[src/rtl/srx_pkg.sv]
package srx_pkg;

    localparam int MAX_BITS = 8;

    typedef enum logic [2:0] {
        PH_IDLE,
        PH_START,
        PH_DATA,
        PH_PARITY,
        PH_STOP,
        PH_HOLD
    } srx_phase_e;

    typedef struct packed {
        logic [1:0] len;
        logic       par_en;
        logic       par_even;
        logic       par_force;
    } srx_cfg_t;

    typedef struct packed {
        logic [MAX_BITS-1:0] data;
        logic                perr;
        logic                ferr;
        logic                brk;
    } srx_char_t;

    // Index of the final data bit: code 00 -> 4, code 11 -> 7.
    function automatic logic [2:0] last_index(input logic [1:0] len);
        return {1'b1, len};
    endfunction

    // Parity level the line must carry; bits above the length are already zero.
    function automatic logic expected_parity(input srx_cfg_t c,
                                             input logic [MAX_BITS-1:0] d);
        if (c.par_force)
            return ~c.par_even;
        return c.par_even ? ^d : ~(^d);
    endfunction

endpackage

[src/rtl/srx_sequencer.sv]
module srx_sequencer
    import srx_pkg::*;
#(
    parameter int OSR = 16
) (
    input  logic       clk,
    input  logic       rst,
    input  logic       tick,
    input  logic       rx,
    input  logic [2:0] last_idx,
    input  logic       par_en,
    input  logic       all_low,
    output srx_phase_e phase,
    output logic [2:0] bit_idx,
    output logic       sample
);

    localparam int CW = (OSR > 2) ? $clog2(OSR) : 1;
    localparam logic [CW-1:0] MID_START = CW'(OSR / 2 - 1);
    localparam logic [CW-1:0] MID_BIT   = CW'(OSR - 1);

    logic [CW-1:0] cnt;
    logic          at_mid;
    logic          in_frame;

    assign in_frame = (phase == PH_START) || (phase == PH_DATA) ||
                      (phase == PH_PARITY) || (phase == PH_STOP);
    assign at_mid   = (phase == PH_START) ? (cnt == MID_START) : (cnt == MID_BIT);
    assign sample   = tick && in_frame && at_mid;

    always_ff @(posedge clk) begin
        if (rst) begin
            phase   <= PH_IDLE;
            cnt     <= '0;
            bit_idx <= '0;
        end else if (tick) begin
            unique case (phase)
                PH_IDLE: begin
                    cnt <= '0;
                    if (!rx) phase <= PH_START;
                end
                PH_HOLD: begin
                    cnt <= '0;
                    if (rx) phase <= PH_IDLE;
                end
                default: begin
                    if (!at_mid) begin
                        cnt <= cnt + 1'b1;
                    end else begin
                        cnt <= '0;
                        unique case (phase)
                            PH_START: begin
                                bit_idx <= '0;
                                phase   <= rx ? PH_IDLE : PH_DATA;
                            end
                            PH_DATA: begin
                                if (bit_idx == last_idx)
                                    phase <= par_en ? PH_PARITY : PH_STOP;
                                else
                                    bit_idx <= bit_idx + 1'b1;
                            end
                            PH_PARITY: phase <= PH_STOP;
                            default:   phase <= (all_low && !rx) ? PH_HOLD : PH_IDLE;
                        endcase
                    end
                end
            endcase
        end
    end

    AST_FALSE_START_DROP: assert property (@(posedge clk) disable iff (rst)
        (phase == PH_START && sample && rx) |=> (phase == PH_IDLE));

    AST_HOLD_WHILE_LOW: assert property (@(posedge clk) disable iff (rst)
        (phase == PH_HOLD && !rx) |=> (phase == PH_HOLD));

    AST_NO_PARITY_SLOT: assert property (@(posedge clk) disable iff (rst)
        (phase == PH_DATA && sample && bit_idx == last_idx && !par_en)
        |=> (phase == PH_STOP));

endmodule

[src/rtl/srx_assembler.sv]
module srx_assembler
    import srx_pkg::*;
(
    input  logic       clk,
    input  logic       rst,
    input  logic       rx,
    input  logic       sample,
    input  srx_phase_e phase,
    input  logic [2:0] bit_idx,
    input  srx_cfg_t   cfg,
    output logic       all_low,
    output logic       out_valid,
    output srx_char_t  out_char
);

    logic [MAX_BITS-1:0] shreg;
    logic                par_bit;
    logic                is_break;

    assign is_break = all_low && !rx;

    always_ff @(posedge clk) begin
        if (rst) begin
            shreg     <= '0;
            par_bit   <= 1'b0;
            all_low   <= 1'b0;
            out_valid <= 1'b0;
            out_char  <= '0;
        end else begin
            out_valid <= 1'b0;
            if (sample) begin
                unique case (phase)
                    PH_START: begin
                        shreg   <= '0;
                        all_low <= 1'b1;
                    end
                    PH_DATA: begin
                        shreg[bit_idx] <= rx;
                        if (rx) all_low <= 1'b0;
                    end
                    PH_PARITY: begin
                        par_bit <= rx;
                        if (rx) all_low <= 1'b0;
                    end
                    PH_STOP: begin
                        out_valid     <= 1'b1;
                        out_char.data <= is_break ? '0 : shreg;
                        out_char.ferr <= !rx;
                        out_char.brk  <= is_break;
                        out_char.perr <= cfg.par_en && !is_break &&
                                         (par_bit != expected_parity(cfg, shreg));
                    end
                    default: ;
                endcase
            end
        end
    end

    AST_VALID_ONE_CYCLE: assert property (@(posedge clk) disable iff (rst)
        out_valid |=> !out_valid);

    AST_BREAK_ZERO_DATA: assert property (@(posedge clk) disable iff (rst)
        (out_valid && out_char.brk) |-> (out_char.data == '0 && !out_char.perr));

    AST_BREAK_HAS_FRAMING: assert property (@(posedge clk) disable iff (rst)
        (out_valid && out_char.brk) |-> out_char.ferr);

    AST_NOPAR_CLEAN: assert property (@(posedge clk) disable iff (rst)
        (out_valid && !cfg.par_en) |-> !out_char.perr);

    AST_SHORT_UPPER_ZERO: assert property (@(posedge clk) disable iff (rst)
        (out_valid && cfg.len == 2'b00) |-> (out_char.data[7:5] == 3'b000));

endmodule

[src/rtl/serial_rx_tagger.sv]
module serial_rx_tagger
    import srx_pkg::*;
#(
    parameter int OSR = 16
) (
    input  logic       clk,
    input  logic       rst,
    input  logic       tick,
    input  logic       rx,
    input  logic [1:0] cfg_len,
    input  logic       cfg_par_en,
    input  logic       cfg_par_even,
    input  logic       cfg_par_force,
    output logic       rx_valid,
    output logic [7:0] rx_data,
    output logic       rx_perr,
    output logic       rx_ferr,
    output logic       rx_brk
);

    srx_cfg_t   cfg;
    srx_char_t  chr;
    srx_phase_e phase;
    logic [2:0] bit_idx;
    logic       sample;
    logic       all_low;

    assign cfg = '{len: cfg_len, par_en: cfg_par_en, par_even: cfg_par_even,
                   par_force: cfg_par_force};

    srx_sequencer #(.OSR(OSR)) u_seq (
        .clk      (clk),
        .rst      (rst),
        .tick     (tick),
        .rx       (rx),
        .last_idx (last_index(cfg_len)),
        .par_en   (cfg_par_en),
        .all_low  (all_low),
        .phase    (phase),
        .bit_idx  (bit_idx),
        .sample   (sample)
    );

    srx_assembler u_asm (
        .clk       (clk),
        .rst       (rst),
        .rx        (rx),
        .sample    (sample),
        .phase     (phase),
        .bit_idx   (bit_idx),
        .cfg       (cfg),
        .all_low   (all_low),
        .out_valid (rx_valid),
        .out_char  (chr)
    );

    assign rx_data = chr.data;
    assign rx_perr = chr.perr;
    assign rx_ferr = chr.ferr;
    assign rx_brk  = chr.brk;

endmodule

[config.mk]
export PLATFORM = sky130hd
export DESIGN_NAME = serial_rx_tagger
export DESIGN_NICKNAME = d
export VERILOG_FILES = /design/src/rtl/srx_pkg.sv /design/src/rtl/srx_sequencer.sv /design/src/rtl/srx_assembler.sv /design/src/rtl/serial_rx_tagger.sv
export SDC_FILE = /design/constraint.sdc
export NUM_CORES = 1
export LEC_CHECK = 0
export CAP_MARGIN = 20
export CORE_MARGIN = 10
export CORE_UTILIZATION = 40
export DETAILED_ROUTE_END_ITERATION = 6
export GPL_ROUTABILITY_DRIVEN = 1
export GPL_TIMING_DRIVEN = 0
export MAX_ROUTING_LAYER = met4
export PLACE_DENSITY = 0.61
export RECOVER_POWER = 50
export SETUP_SLACK_MARGIN = 0.5
export SLEW_MARGIN = 10
export SYNTH_ARGS = -nofsm -noshare
export SYNTH_HDL_FRONTEND = slang
export SYNTH_HIERARCHICAL = 1
export SYNTH_SLANG_ARGS = --single-unit
[constraint.sdc]
create_clock -name clk -period 2.8 [get_ports clk]
set_input_delay 0.56 -clock clk [delete_from_list [all_inputs] [get_ports clk]]
set_output_delay 0.56 -clock clk [all_outputs]
set_load 0.1 [all_outputs]
==> impl_metrics.yaml, run 1 <==
synth:
  synth.avg_cell_area_um2: 7.98
  syn_area_um2: 1800
  synth_top_area_share_pct: 35.7
  synth-edff-count: 0
  yosysSeqAreaShare_pct: 35.7
  synth_area_leaders: "dfxtp_1 36%, a21oi_1 7.0%, xnor2_1 6.8%"
  yosysWarningCount: 6
  synth_most_common_cell: "dfxtp_1"
  async_flop_share_pct: 0
  synth_area_leader_cell: "dfxtp_1"
  yosys_most_used_dff: "dfxtp_1"
  netlist_top_cells_count: "32 x dfxtp_1, 25 x a21oi_1, 23 x nand2_1, 22 x nor2_1, 14 x xnor2_1"
  ys_types: 47
  synth_nets: 236
  syn_inst: 225
  ys_ff_latch: 32
critical_path:
  end_kind: "register"
  path_class: "register to register"
  r2r_setup_slack_ns: 0.56
  cp.arrival_ns: 2.40
  worst_r2r_path_depth: 10
  reg2reg_from: "u_seq/phase[2]"
  worstReg2RegEnd: "u_asm/shreg[0]"
  worstPathMaxFanout: 10
  critPathLaunchType: "register"
  required_ns: 2.96
floorplanning:
  core_um2: 4350
  start_util_pct: 41.2
  die_h_um: 87.0
  chipWidth_um: 87.0
  fp-row-count: 24
  die_area_um2: 7570
  ios: 21
routing:
  routed_wl_um: 4160
  drtIter0Drc: 110
  wl_met1_um: 2000
  top_layer: "met4"
  wire_per_inst_um: 13.5
  vias: 1630
  wl_met3_um: 219
  vias_per_cell: 5.31
  postRouteAntennaNets: 0
  wl_met2_um: 1880
  drc_errors: 0
  first_pass_iters: 4
placement:
  gp_congestion: 0.862
  dp_hpwl_um: 3040
  dp_cells: 297
  post_dp_cell_area_um2: 2060
  port_buffers: 20
cells_and_area:
  final_cells: 307
  multiInputGateArea_um2: 1060
  seq_area_um2: 647
  utilization_pct: 49.9
  nFillCells: 437
  area_delta_synth_final_pct: 20.9
  antenna_cells: 0
  nets: 265
  drive_above_1_share_pct: 13.3
  postLayoutCellArea_um2: 2170
cts:
  cts.path.max_buffers: 2
  path_clk_slew_ns: 0.07
  root_buffer: "clkbuf_8"
  clock_sinks: 32
  clk_latency_ns: 0.29
  cts_tree: "done"
  holdBufCountCts: 0
  htreeDepth: 2
  cts_buffers: 5
grt:
  grt_antenna_before_repair: 0
  grt_pass1_wl_um: 7250
  grt_pass1_vias: 1558
  overflow: 0
  grt_max_degree: 12
  track_usage_pct: 12.1
sta:
  grt_setup_unrepaired: "false"
  relSlewSlack_pct: 21.4
  period_minus_slack_ns: 2.24
  fin_crit_sh_pct: 79.9
  finalSetupViolCount: 0
  fmax_mhz: 447
  finClkSkew_ns: 0.00783
  slew_violations: 0
  tightestPinTransition_ns: 1.18
  whs_ns: 0.449
  hold_violations: 0
pwr:
  finalPower_uw: 1070
  power.leakage_uw: 0.000820
  p_per_area_nw_per_um2: 493
  ir_worst_vdd_mv: 0.293
hold_path:
  whs_endpoint: "u_asm/out_char[4]"
  hold_path.class: "register to register"
  whs_path_depth: 2
  min_from: "u_asm/out_char[4]"
run:
  drv_cap: 0
outcome:
  outcome: "finished clean"
## metal layers
layer / global-route usage, % / vias to the layer above
met5: - / -
met2: 18.3 / 28
met3: 3.56 / 8
met1: 15.0 / 750
li1: - / 844
met4: 4.42 / 0
## critical path: stages (launching register included)
cell	delay, ns
dfxtp_4	0.39
clkbuf_4	0.20
and2b_1	0.15
a21oi_1	0.06
o22ai_1	0.14
and2_0	0.21
nor2b_1	0.33
and2_1	0.28
o21ai_0	0.14
a22oi_1	0.16
nor2_1	0.06
## layout make-up
| class | instances | share of cell area, % |
|---|---|---|
| inverters | 6 | 1.04 |
| clock inverters | 1 | 1.38 |
| well taps | 52 | 3.00 |
| flip-flops and latches | 32 | 29.8 |
| clock buffers | 7 | 4.44 |
| multi-input cells | 172 | 48.9 |
| plain buffers | 15 | 3.92 |
| repair buffers | 22 | 7.49 |
## logic make-up after synthesis
| group | share of synthesized area, % |
|---|---|
| adder cells (fa/ha/maj) | 1.39 |
| buffers and inverters | 5.57 |
| other | 0.209 |
| AND/OR/NAND/NOR | 26.0 |
| XOR/XNOR | 7.32 |
| AO/OA/AOI/OAI | 20.3 |
| multiplexers | 3.48 |
| flip-flops | 35.7 |
## placed cells by master, fill, tap and decap left out, drive strengths merged, types with 5 or more instances in the layout
cell	netlist	layout
xnor2	14	14
a21oi	25	25
buf	7	10
clkdlybuf4s50	0	6
inv	6	6
clkbuf	8	22
a22oi	5	5
nand2	23	23
nor2	22	22
o21ai	11	11
nand3	12	12
dfxtp	32	32
## repair_timing
action,in CTS,in global routing
resized for setup,17,13
pin swaps,1,0
setup endpoints to repair,30,19
hold endpoints to repair,0,0
buffers inserted,2,0
## metrics by stage
stage / setup WS (ns) / setup TNS (ns)
detailed placement: -0.0557 / -0.274
finish: 0.563 / 0
global placement: -0.0625 / -0.237
floorplan: 0.640 / 0
CTS: 0.479 / 0
global route: 0.335 / 0
## power by group
part	switching (uW)	internal, uW
Clock	177	314
Sequential	7.42	459
Combinational	54.7	56.7
## state kept, by name (all words and copies together) (netlist names)
register,count
u_asm/all_low,1
u_asm/out_char,11
u_asm/out_valid,1
u_asm/par_bit,1
u_asm/shreg,8
u_seq/bit_idx,3
u_seq/cnt,4
u_seq/phase,3
## how the worst max path moves through the flow
stage / from / to / slack (ns) / cells after the start
2_1_floorplan: u_seq/phase[2] / u_asm/shreg[7] / 0.64 / 10
3_3_place_gp: tick / u_asm/shreg[7] / -0.06 / 8
3_5_place_dp: tick / u_asm/shreg[7] / -0.06 / 8
4_1_cts: u_seq/phase[2] / u_asm/shreg[7] / 0.48 / 11
5_1_grt: u_seq/phase[2] / u_asm/shreg[0] / 0.33 / 10
6_report: u_seq/phase[2] / u_asm/shreg[0] / 0.56 / 10
Note: power is estimated with default switching activity, not from simulation.
==> inputs of run 2 (changes only) <==
--- a/config.mk
+++ b/config.mk
@@ -12,7 +12,7 @@
 export GPL_ROUTABILITY_DRIVEN = 1
 export GPL_TIMING_DRIVEN = 0
 export MAX_ROUTING_LAYER = met4
-export PLACE_DENSITY = 0.61
+export PLACE_DENSITY = 0.64
 export RECOVER_POWER = 50
 export SETUP_SLACK_MARGIN = 0.5
 export SLEW_MARGIN = 10
==> constraint.sdc (replaced) <==
create_clock -name clk -period 1.9 [get_ports clk]
set_input_delay 0.38 -clock clk [delete_from_list [all_inputs] [get_ports clk]]
set_output_delay 0.38 -clock clk [all_outputs]
set_load 0.1 [all_outputs]
==> impl_metrics.yaml, run 2 (same netlist as run 1, synthesis figures left out) <==
critical_path:
  crit_top_cell: "buf_6"
  slowest_stage: "or4_4"
  end_kind: "register"
  path_cells: "buf_6 -> buf_4 -> buf_6 -> or2_4 -> a31o_4 -> or4_4 -> a21boi_2"
  path_class: "register to register"
  required_ns: 2.12
  critPathLaunchType: "register"
  cpPeakStageDelay_ns: 0.52
  cp.arrival_ns: 2.13
  worstPathMaxFanout: 7
  r2r_setup_slack_ns: -0.01
cells_and_area:
  reg.largest.list: "u_asm/out_char: 11 flops, u_asm/shreg: 8 flops, u_seq/cnt: 4 flops"
  largest_register_ffs: 11
  nFillCells: 338
  nets: 285
  final_cells: 327
  antenna_cells: 0
  area_delta_synth_final_pct: 49.1
  final_common_cell: "dfxtp_1"
  drive_above_1_share_pct: 41.8
  layout_common_cells: "26 x dfxtp_1, 20 x a21oi_1, 18 x nor2_1"
  top_register: "u_asm/out_char"
grt:
  grt_pass1_wl_um: 8010
  grt_max_degree: 12
  grt_pass1_vias: 1637
  track_usage_pct: 13.3
  overflow: 0
  grt_antenna_before_repair: 0
cts:
  clk_latency_ns: 0.29
  htreeDepth: 2
  cts_tree: "done"
  cts.path.max_buffers: 2
  clock_sinks: 32
  path_clk_slew_ns: 0.07
  cts_buffers: 5
  root_buffer: "clkbuf_8"
  holdBufCountCts: 0
sta:
  relSlewSlack_pct: 63.8
  fmax_mhz: 523
  tns_ns: -0.0155
  slew_violations: 0
  fin_ws_ns: -0.0104
  finClkSkew_ns: 0.00552
  finalSetupViolCount: 2
  period_minus_slack_ns: 1.91
  whs_ns: 0.458
  grt_setup_unrepaired: "true"
  fin_crit_sh_pct: 101
  tightestPinTransition_ns: 0.544
  hold_violations: 0
routing:
  first_pass_iters: 4
  routed_wl_um: 4970
  postRouteAntennaNets: 0
  vias: 1777
  wire_per_inst_um: 15.2
  drc_errors: 0
  vias_per_cell: 5.43
  drtIter0Drc: 113
floorplanning:
  start_util_pct: 41.2
  ios: 21
  chipWidth_um: 87.0
  die_h_um: 87.0
  fp-row-count: 24
  core_um2: 4350
  die_area_um2: 7570
placement:
  dp_hpwl_um: 3100
  dp_worst_setup_slack_ns: -0.429
  port_buffers: 20
  gp_congestion: 0.844
  dp_cells: 297
outcome:
  outcome: "complete, but fails checks"
  failed_checks: "setup timing"
pwr:
  power.leakage_uw: 0.00101
  p_per_area_nw_per_um2: 578
  ir_worst_vdd_mv: 0.453
hold_path:
  hold_path.class: "register to register"
run:
  drv_cap: 0
==> run 2: layout make-up <==
| cell class | count | area (um2) | share of cell area (%) |
|---|---|---|---|
| plain buffers | 15 | 143 | 5.33 |
| clock buffers | 7 | 97.6 | 3.65 |
| clock inverters | 1 | 5.00 | 0.187 |
| inverters | 6 | 22.5 | 0.842 |
| multi-input cells | 172 | 1330 | 49.6 |
| flip-flops and latches | 32 | 656 | 24.5 |
| well taps | 52 | 65.1 | 2.43 |
| repair buffers | 42 | 360 | 13.5 |
==> run 2: what timing repair did <==
| item | in CTS | in global routing |
|---|---|---|
| pin swaps | 21 | 24 |
| gates resized for setup | 108 | 36 |
| endpoints found under the hold margin | 0 | 0 |
| buffers inserted | 12 | 9 |
| gates cloned | 1 | 0 |
| endpoints found under the setup margin | 41 | 33 |
==> run 2: metrics by stage <==
step                instance area (um2)  util, %  power (uW)
global placement                   2170     49.8         878
finish                             2680     61.5        1550
CTS                                2510     57.7        1510
detailed placement                 2170     49.8         879
floorplan                          1900        -         830
global route                       2680     61.5        1600
==> run 2: path summary, 6_finish.rpt <==
check / startpoint / to / cells past startpoint
setup / recovery: u_seq/phase[0] / u_seq/bit_idx[2] / 7
hold / removal: u_asm/out_char[5] / u_asm/out_char[5] / 2
setup reg to reg: u_seq/phase[0] / u_seq/bit_idx[2] / 7
hold reg to reg: u_asm/out_char[5] / u_asm/out_char[5] / 2
==> run 2: layer usage <==
layer	track usage (%)	vias to the layer above	part of all wire, %
li1	-	884	-
met1	15.7	840	43
met2	20.6	42	50
met3	3.75	11	5.1
met4	5.74	0	2.4
met5	-	-	0
==> run 2: critical path: cells and delay by family (launching register included) <==
family | cells | cell delay (ns)
flops | 1 | 0.35
simple gates | 2 | 0.77
compound gates | 2 | 0.38
buf+inv | 3 | 0.35
==> run 2: power breakdown <==
group	switching [uW]	internal, uW
Clock	264	336
Sequential	7.21	676
Combinational	124	140
==> inputs of run 3 (changes only) <==
--- a/config.mk
+++ b/config.mk
@@ -8,6 +8,7 @@
 export CAP_MARGIN = 20
 export CORE_MARGIN = 10
 export CORE_UTILIZATION = 40
+export CTS_CLUSTER_SIZE = 8
 export DETAILED_ROUTE_END_ITERATION = 6
 export GPL_ROUTABILITY_DRIVEN = 1
 export GPL_TIMING_DRIVEN = 0
==> results of run 3 <==
The final DEF is identical to that of run 2; final timing and power are the same.
